### config.mk
export PLATFORM = sky130hd
export DESIGN_NAME = rnm_map_unit
export DESIGN_NICKNAME = d
export VERILOG_FILES = /design/src/rtl/rnm_pkg.sv /design/src/rtl/rnm_ctrl.sv /design/src/rtl/rnm_datapath.sv /design/src/rtl/rnm_map_unit.sv
export SDC_FILE = /design/constraint.sdc
export NUM_CORES = 2
export LEC_CHECK = 0
export BUFFER_PORTS_ARGS = -buffer_cell sky130_fd_sc_hd__buf_2
export CAP_MARGIN = 30
export CORE_ASPECT_RATIO = 0.6
export CORE_MARGIN = 3
export CORE_UTILIZATION = 25
export DETAILED_ROUTE_END_ITERATION = 8
export GPL_TIMING_DRIVEN = 0
export SKIP_CTS_REPAIR_TIMING = 1
export SLEW_MARGIN = 20
export SYNTH_ARGS = -nofsm -noshare
export SYNTH_HDL_FRONTEND = slang
export SYNTH_HIERARCHICAL = 1
export SYNTH_SLANG_ARGS = --single-unit
export TNS_END_PERCENT = 10
### constraint.sdc
create_clock -name clk -period 23.1 [get_ports clk]
set_input_delay 4.62 -clock clk [delete_from_list [all_inputs] [get_ports clk]]
set_output_delay 4.62 -clock clk [all_outputs]
set_load 0.03 [all_outputs]
### src/rtl/rnm_pkg.sv
package rnm_pkg;
  localparam int LOG_W    = 6;
  localparam int NUM_LOG  = 34;
  localparam int PHYS_W   = 6;
  localparam int NUM_PHYS = 2 ** PHYS_W;
  localparam int FL_DEPTH = 32;
  localparam int FL_PTR_W = $clog2(FL_DEPTH);
  localparam int FL_CNT_W = FL_PTR_W + 1;
  localparam int FL_INIT  = NUM_PHYS - NUM_LOG;
  localparam int RN_W     = 2;
  localparam int FR_W     = 2;
  localparam int WB_W     = 2;

  typedef logic [LOG_W-1:0]  logIdx_t;
  typedef logic [PHYS_W-1:0] physTag_t;

  typedef struct packed {
    logic                          accept;
    logic [RN_W-1:0]               allocEn;
    logic [RN_W-1:0][FL_PTR_W-1:0] allocOfs;
    logic [FL_CNT_W-1:0]           popCount;
    logic [FR_W-1:0]               pushEn;
    logic [FR_W-1:0][FL_PTR_W-1:0] pushOfs;
    logic [FL_CNT_W-1:0]           pushCount;
  } rnStrobe_t;

  function automatic logic isReg(logIdx_t l);
    return (l != '0) && (l < LOG_W'(NUM_LOG));
  endfunction
endpackage

### src/rtl/rnm_ctrl.sv
module rnm_ctrl
  import rnm_pkg::*;
(
  input  logic [RN_W-1:0]             reqValid,
  input  logic [RN_W-1:0][LOG_W-1:0]  reqDst,
  input  logic [FR_W-1:0]             freeValid,
  input  logic [FR_W-1:0][PHYS_W-1:0] freeTag,
  input  logic [FL_CNT_W-1:0]         flCount,
  output rnStrobe_t                   strb,
  output logic                        renReady
);
  logic [FL_CNT_W-1:0] nAlloc;
  logic [FL_CNT_W-1:0] nPush;

  always_comb begin
    strb   = '0;
    nAlloc = '0;
    nPush  = '0;
    // slot order fixes which free-list entry each destination takes
    for (int i = 0; i < RN_W; i++) begin
      strb.allocEn[i]  = reqValid[i] && isReg(reqDst[i]);
      strb.allocOfs[i] = nAlloc[FL_PTR_W-1:0];
      nAlloc           = nAlloc + FL_CNT_W'(strb.allocEn[i]);
    end
    for (int k = 0; k < FR_W; k++) begin
      strb.pushEn[k]  = freeValid[k] && (freeTag[k] != '0);
      strb.pushOfs[k] = nPush[FL_PTR_W-1:0];
      nPush           = nPush + FL_CNT_W'(strb.pushEn[k]);
    end
    renReady       = (flCount >= nAlloc);
    strb.accept    = renReady && (|reqValid);
    strb.popCount  = strb.accept ? nAlloc : '0;
    strb.pushCount = nPush;
  end
endmodule

### src/rtl/rnm_datapath.sv
module rnm_datapath
  import rnm_pkg::*;
(
  input  logic                        clk,
  input  logic                        rstN,
  input  rnStrobe_t                   strb,
  input  logic [RN_W-1:0][LOG_W-1:0]  reqSrcA,
  input  logic [RN_W-1:0][LOG_W-1:0]  reqSrcB,
  input  logic [RN_W-1:0][LOG_W-1:0]  reqDst,
  output logic [RN_W-1:0][PHYS_W-1:0] srcATag,
  output logic [RN_W-1:0]             srcABusy,
  output logic [RN_W-1:0][PHYS_W-1:0] srcBTag,
  output logic [RN_W-1:0]             srcBBusy,
  output logic [RN_W-1:0][PHYS_W-1:0] dstTag,
  output logic [RN_W-1:0][PHYS_W-1:0] oldDstTag,
  input  logic [WB_W-1:0]             wbValid,
  input  logic [WB_W-1:0][PHYS_W-1:0] wbTag,
  input  logic [FR_W-1:0][PHYS_W-1:0] freeTag,
  input  logic                        restoreValid,
  input  logic [LOG_W-1:0]            restoreLog,
  input  logic [PHYS_W-1:0]           restoreTag,
  output logic [FL_CNT_W-1:0]         flCount
);
  physTag_t            mapTbl  [NUM_LOG];
  physTag_t            flMem   [FL_DEPTH];
  logic [NUM_PHYS-1:0] busyTbl;
  logic [FL_PTR_W-1:0] flHead;
  logic [FL_PTR_W-1:0] flTail;

  physTag_t            wMap    [NUM_LOG];
  physTag_t            nextMap [NUM_LOG];
  physTag_t            newTag  [RN_W];
  logic [NUM_PHYS-1:0] wBusy;
  logic [NUM_PHYS-1:0] nextBusy;

  // Group resolution: each slot reads the working copy left by earlier slots
  always_comb begin
    wMap  = mapTbl;
    wBusy = busyTbl;
    for (int i = 0; i < RN_W; i++) begin
      newTag[i]    = flMem[flHead + strb.allocOfs[i]];
      srcATag[i]   = isReg(reqSrcA[i]) ? wMap[reqSrcA[i]] : '0;
      srcABusy[i]  = isReg(reqSrcA[i]) && wBusy[srcATag[i]];
      srcBTag[i]   = isReg(reqSrcB[i]) ? wMap[reqSrcB[i]] : '0;
      srcBBusy[i]  = isReg(reqSrcB[i]) && wBusy[srcBTag[i]];
      oldDstTag[i] = isReg(reqDst[i]) ? wMap[reqDst[i]] : '0;
      dstTag[i]    = strb.allocEn[i] ? newTag[i] : '0;
      if (strb.allocEn[i]) begin
        wMap[reqDst[i]]   = newTag[i];
        wBusy[newTag[i]]  = 1'b1;
      end
    end
  end

  // Next state: rename first, restore overrides, writeback clears last
  always_comb begin
    if (strb.accept) begin
      nextMap  = wMap;
      nextBusy = wBusy;
    end else begin
      nextMap  = mapTbl;
      nextBusy = busyTbl;
    end
    if (restoreValid && isReg(restoreLog)) nextMap[restoreLog] = restoreTag;
    for (int k = 0; k < WB_W; k++) begin
      if (wbValid[k]) nextBusy[wbTag[k]] = 1'b0;
    end
  end

  always_ff @(posedge clk or negedge rstN) begin
    if (!rstN) begin
      for (int i = 0; i < NUM_LOG; i++) mapTbl[i] <= PHYS_W'(i);
      for (int k = 0; k < FL_DEPTH; k++)
        flMem[k] <= (k < FL_INIT) ? PHYS_W'(NUM_LOG + k) : '0;
      busyTbl <= '0;
      flHead  <= '0;
      flTail  <= FL_PTR_W'(FL_INIT);
      flCount <= FL_CNT_W'(FL_INIT);
    end else begin
      mapTbl  <= nextMap;
      busyTbl <= nextBusy;
      for (int k = 0; k < FR_W; k++) begin
        if (strb.pushEn[k]) flMem[flTail + strb.pushOfs[k]] <= freeTag[k];
      end
      flHead  <= flHead + strb.popCount[FL_PTR_W-1:0];
      flTail  <= flTail + strb.pushCount[FL_PTR_W-1:0];
      flCount <= flCount - strb.popCount + strb.pushCount;
    end
  end

  // Queue occupancy stays within the physical storage
  p_fl_bound_r10: assert property (@(posedge clk) disable iff (!rstN)
    flCount <= FL_CNT_W'(FL_DEPTH));

  // A refused or empty group leaves the queue head and count alone
  p_hold_r6: assert property (@(posedge clk) disable iff (!rstN)
    (!strb.accept && strb.pushCount == '0) |=> ($stable(flCount) && $stable(flHead)));

  // A restore lands in the map table on the next edge
  p_restore_r9: assert property (@(posedge clk) disable iff (!rstN)
    (restoreValid && isReg(restoreLog)) |=> (mapTbl[$past(restoreLog)] == $past(restoreTag)));

  for (genvar i = 0; i < RN_W; i++) begin : g_slotChk
    p_alloc_busy_r3: assert property (@(posedge clk) disable iff (!rstN)
      (strb.accept && strb.allocEn[i] && wbValid == '0) |=> busyTbl[$past(dstTag[i])]);
    p_zero_reg_r2: assert property (@(posedge clk) disable iff (!rstN)
      !isReg(reqDst[i]) |-> (dstTag[i] == '0 && oldDstTag[i] == '0));
  end

  for (genvar k = 0; k < WB_W; k++) begin : g_wbChk
    p_wb_clear_r7: assert property (@(posedge clk) disable iff (!rstN)
      (wbValid[k] && !strb.accept) |=> !busyTbl[$past(wbTag[k])]);
  end
endmodule

### src/rtl/rnm_map_unit.sv
module rnm_map_unit
  import rnm_pkg::*;
(
  input  logic                        clk,
  input  logic                        rstN,
  input  logic [RN_W-1:0]             reqValid,
  input  logic [RN_W-1:0][LOG_W-1:0]  reqSrcA,
  input  logic [RN_W-1:0][LOG_W-1:0]  reqSrcB,
  input  logic [RN_W-1:0][LOG_W-1:0]  reqDst,
  output logic                        renReady,
  output logic [RN_W-1:0][PHYS_W-1:0] srcATag,
  output logic [RN_W-1:0]             srcABusy,
  output logic [RN_W-1:0][PHYS_W-1:0] srcBTag,
  output logic [RN_W-1:0]             srcBBusy,
  output logic [RN_W-1:0][PHYS_W-1:0] dstTag,
  output logic [RN_W-1:0][PHYS_W-1:0] oldDstTag,
  input  logic [WB_W-1:0]             wbValid,
  input  logic [WB_W-1:0][PHYS_W-1:0] wbTag,
  input  logic [FR_W-1:0]             freeValid,
  input  logic [FR_W-1:0][PHYS_W-1:0] freeTag,
  input  logic                        restoreValid,
  input  logic [LOG_W-1:0]            restoreLog,
  input  logic [PHYS_W-1:0]           restoreTag
);
  rnStrobe_t           strb;
  logic [FL_CNT_W-1:0] flCount;

  rnm_ctrl u_ctrl (
    .reqValid (reqValid),
    .reqDst   (reqDst),
    .freeValid(freeValid),
    .freeTag  (freeTag),
    .flCount  (flCount),
    .strb     (strb),
    .renReady (renReady)
  );

  rnm_datapath u_dp (
    .clk         (clk),
    .rstN        (rstN),
    .strb        (strb),
    .reqSrcA     (reqSrcA),
    .reqSrcB     (reqSrcB),
    .reqDst      (reqDst),
    .srcATag     (srcATag),
    .srcABusy    (srcABusy),
    .srcBTag     (srcBTag),
    .srcBBusy    (srcBBusy),
    .dstTag      (dstTag),
    .oldDstTag   (oldDstTag),
    .wbValid     (wbValid),
    .wbTag       (wbTag),
    .freeTag     (freeTag),
    .restoreValid(restoreValid),
    .restoreLog  (restoreLog),
    .restoreTag  (restoreTag),
    .flCount     (flCount)
  );
endmodule

# [After elaboration in Yosys (flattened, before gate mapping)]
# Cells that the tools add are included.
[classes] add_sub_neg=8 magnitude_cmp=36 n_mux=75 bitwise=17 reduce_logical=36
[op_table] cell="$mux W204" count=4
[op_table] cell="$bwmux W204" count=3
[op_table] cell="$bwmux W192" count=2
[op_table] cell="$mux W192" count=2
[op_table] cell="$mux W64" count=5
[op_table] cell="$bmux W6 S6" count=6
[op_table] cell="$mux W6" count=30
[op_table] cell="$and A64 B64 Y64" count=2
[op_table] cell="$not A64 Y64" count=2
[op_table] cell="$or A64 B64 Y64" count=2
[op_table] cell="$demux W6 S6" count=3
[op_table] cell="$bmux W6 S5" count=2
[op_table] cell="$demux W6 S5" count=2
[op_table] cell="$lt A6 B7 Y1 const B" count=8
[op_table] cell="$reduce_bool A6 Y1" count=9
[op_table] cell="$ge A7 B7 Y1 const B" count=7
[op_table] cell="$not A6 Y7" count=7
[op_table] cell="$lt A6 B6 Y1 const B" count=7
[op_table] cell="$logic_and A1 B1 Y1" count=26
[op_table] cell="$bmux W1 S6" count=4
[op_table] cell="$demux W1 S6" count=4
[op_table] cell="$ge A6 B1 Y1 const B" count=4
[op_table] cell="$ge A6 B6 Y1 const B" count=4
[op_table] cell="$not A5 Y6" count=4
[op_table] cell="11 further kinds" count=23
[totals] ff_bits=476 input_bits=81 output_inout_bits=53 word_cells=242

# [Depth between registers and ports, before layout]
[depth] depth_word=19 mapped_depth=25 ltp_nobuf=18

# [Cells and area by module]
# The synthesis kept the hierarchy.
[by_module_without_submodules] module="rnm_datapath" n_inst=1 cells_per_inst=5460 area_per_inst_um2=45516.2 seq_area_each_um2=12161.7
[by_module_without_submodules] module="rnm_ctrl" n_inst=1 cells_per_inst=55 area_per_inst_um2=415.4 seq_area_each_um2=0.0

# [Worst setup path before layout]
# OpenSTA, ideal clock, no wires.
[synth_path] kind="input to output" start="in reqDst[4] (netlist name)" end="out srcABusy[1]" arrival_time_ns=10.119 required_ns=18.480 slack_ns=8.361 stages=18 path_buffers=3 path_cell_list="or4_1 -> a211oi_1 -> buf_4 -> nor2b_1 -> clkbuf_1 -> nand3_1 -> nor2_1 -> clkbuf_1 -> nor2_1 -> a31o_2 -> mux2_2 -> a2111oi_0 -> a211oi_1 -> a311oi_1 -> inv_1 -> o21ai_0 -> o211ai_1 -> o32ai_1"
[synth_lines] element="from (decl)" line="rnm_map_unit.sv:9" text="input logic [RN_W-1:0][LOG_W-1:0] reqDst,"
[synth_lines] element="to (decl)" line="rnm_map_unit.sv:12" text="output logic [RN_W-1:0] srcABusy,"

==> impl_metrics.yaml <==
power_and_ir_drop:
  p_per_area_nw_per_um2: 222
  ir_drop_mv: 0.256
  p_leak_nw: 20.8
logic_synthesis:
  netlist_area_um2: 45900
  synthCells: 5515
  synthFlopType: "dfrtp_1"
  ys_types: 99
  synth_edf_count: 0
  yosysMostFrequentCell: "nand2_1"
  yosysWarnings: 6
  synth_area_leaders: "dfrtp_1 15%, mux4_2 13%, dfstp_2 11%, mux2i_1 8.1%, nand2_1 5.8%"
  synth_commonest_cells: "704 x nand2_1, 609 x nor2_1, 419 x a21oi_1"
  ys_seq_elements: 476
  yosysTopAreaCellShare: 0.150
  async_flop_share: 1.00
  yosys.area.top_type: "dfrtp_1"
  ys_seq_area_frac: 0.265
  avgSynthCellArea_um2: 8.33
timing:
  finClkSkew_ps: 62.7
  period_minus_slack_ps: 18570
  setup_tns_ps: 0
  min_period_over_period: 0.804
  setup_viol: 0
  max_freq_mhz: 53.8
  worst_pin_slew_ps: 1310
  whs_ps: 569
  relSlewSlack: 0.130
  rsz0062_at_grt: "false"
  drv_slew: 0
  hold_violations: 0
detailed_routing:
  wirelength_um: 476000
  detail_route.vias_per_cell: 7.10
  vias: 60300
  drtIter0Drc: 12600
  first_pass_iters: 9
  wl_per_cell_um: 56.1
  final_antenna_net_count: 0
  drc: 0
global_route:
  grt_pass1_wl_um: 593000
  grt_use_total: 0.483
  grt_max_degree: 86
  antenna_found_initial: 90
  grt_pass1_vias: 52200
  grt-ovfl-total: 0
clock_tree:
  cts_max_level: 2
  cts_tree: "yes"
  clk_pin_slew_ps: 70
  numCtsBuffers: 57
  clockBufferDepth: 3
  insertion_delay_ps: 740
  clock-sinks: 476
  cts_root_buffer: "clkbuf_16"
worst_setup_path:
  cp-start-kind: "input port"
  cp.arrival_ps: 13950
  critPathLaunch: "reqDst[1]"
  critical_path_class: "in -> out"
  crit_path_end_kind: "primary output"
  cp.required_ps: 18480
  r2r-start: "u_dp/flHead[1]$_DFF_PN0_"
  path_max_fanout: 10
floorplan:
  start_util: 0.252
  fp.coreArea_um2: 182000
  rows: 121
  io-pin-count: 134
  fp.dieW_um: 559
  dieArea_um2: 189000
  die_h_um: 338
cells_and_area:
  final_core_util: 0.305
  area_growth_pct: 21.0
  final_area_um2: 55600
  drive_above_1_share: 0.219
  final_nets: 6068
placement:
  place_congestion: 1.12
  hpwl_um: 391000
  portBuffers: 119
  placed_cell_area_um2: 53200
flow_run:
  max_cap_violations: 0
min_path:
  holdCritPathClass: "reg -> reg"
  min-delay-start: "u_dp/flTail[0]$_DFF_PN0_"
status:
  outcome: "finished, final reports clean"
## routing by layer
layer  vias to the layer above  part of all wire  GRT usage
li1                      21900                 -          -
met2                      6093              0.32      0.524
met3                       812              0.20      0.363
met4                        46             0.037      0.149
met1                     31400              0.44      0.683
met5                         -            0.0041     0.0603
## state kept, by name, summed over array words and instances (netlist names)
| register | flops |
|---|---|
| u_dp/mapTbl | 204 |
| u_dp/flMem | 192 |
| u_dp/busyTbl | 64 |
| u_dp/flCount | 6 |
| u_dp/flHead | 5 |
| u_dp/flTail | 5 |
## final timing paths
kind	end	depth (start not counted)	slack (ps)
worst min register to register	u_dp/flTail[0]$_DFF_PN0_	1	570
min in group asynchronous	u_dp/busyTbl[51]$_DFF_PN0_	1	3710
worst min-delay path	u_dp/flTail[0]$_DFF_PN0_	1	570
worst max-delay path	srcABusy[1]	23	4530
worst max register to register	u_dp/busyTbl[48]$_DFF_PN0_	21	14770
max in group asynchronous	u_dp/flMem[62]$_DFF_PN1_	7	16670
## cells in the final DEF, fill, tap and decap left out, drive strengths merged, types with 26 or more instances in the layout
| master | count |
|---|---|
| nand2 | 704 |
| nor2 | 610 |
| buf | 483 |
| clkbuf | 460 |
| a21oi | 420 |
| o21ai | 397 |
| mux2i | 374 |
| dfrtp | 276 |
| mux4 | 267 |
| o22ai | 248 |
| dfstp | 200 |
| a22oi | 195 |
| a221oi | 113 |
| o211ai | 108 |
| nand3 | 97 |
| a211oi | 97 |
| inv | 95 |
| nor3 | 77 |
| a31oi | 58 |
| mux2 | 52 |
| a21o | 45 |
| nand4 | 43 |
| diode | 41 |
| nor2b | 40 |
| ha | 34 |
| and3 | 31 |
| nand2b | 30 |
| xnor2 | 29 |
| conb | 26 |
## area by class of cell
cell class / count / area (µm²)
Fill cell: 19600 / 126000
Multi-Input combinational cell: 4448 / 31900
Sequential cell: 476 / 12200
Timing Repair Buffer: 343 / 3650
Tap cell: 2460 / 3080
Buffer: 521 / 2350
Clock buffer: 79 / 1610
Clock inverter: 29 / 367
Inverter: 95 / 357
Antenna cell: 41 / 103
## cell families (layout without fill, tap and decap cells)
| logic type | count (synthesis) | in the layout | synth area share |
|---|---|---|---|
| AO/OA/AOI/OAI | 1894 | 1894 | 0.267 |
| AND/OR/NAND/NOR | 1754 | 1754 | 0.165 |
| multiplexers | 693 | 693 | 0.226 |
| buffers and inverters | 616 | 1067 | 0.0554 |
| flip-flops | 476 | 476 | 0.265 |
| adder cells (fa/ha/maj) | 45 | 45 | 0.0141 |
| XOR/XNOR | 36 | 36 | 0.00727 |
| other | 1 | 67 | 0.0000816 |
## where the power goes
| part | leakage [nW] | internal [W] | switching (W) |
|---|---|---|---|
| clock | 0.971 | 0.000559 | 0.000456 |
| sequential | 5.59 | 0.00131 | 0.000990 |
| combinational | 14.2 | 0.00221 | 0.00683 |
| total | 20.8 | 0.00408 | 0.00827 |
## critical path, stage by stage
cell	delay [ps]
buf_2	190
or4_1	600
a211oi_4	770
buf_4	320
nor2b_1	140
clkbuf_1	400
nand2_1	530
nor2_2	830
clkbuf_2	650
nor2_1	110
a21oi_2	760
nand2_1	120
o2111ai_1	180
a211oi_1	200
a211oi_1	310
buf_2	270
buf_2	400
nand2b_1	310
o22ai_1	130
nor4_1	630
o211ai_1	160
o32ai_1	870
buf_2	350
## stage by stage
step / cells / power [W] / setup WS, ps
floorplan: 5540 / 0.00489 / 8360
global placement: 8119 / 0.00968 / 1580
detailed placement: 8316 / 0.0102 / 5230
CTS: 8424 / 0.0112 / 5200
global route: 8459 / 0.0119 / 4790
finish: 8492 / 0.0123 / 4530
No activity file was read; power rests on OpenSTA's default activity.
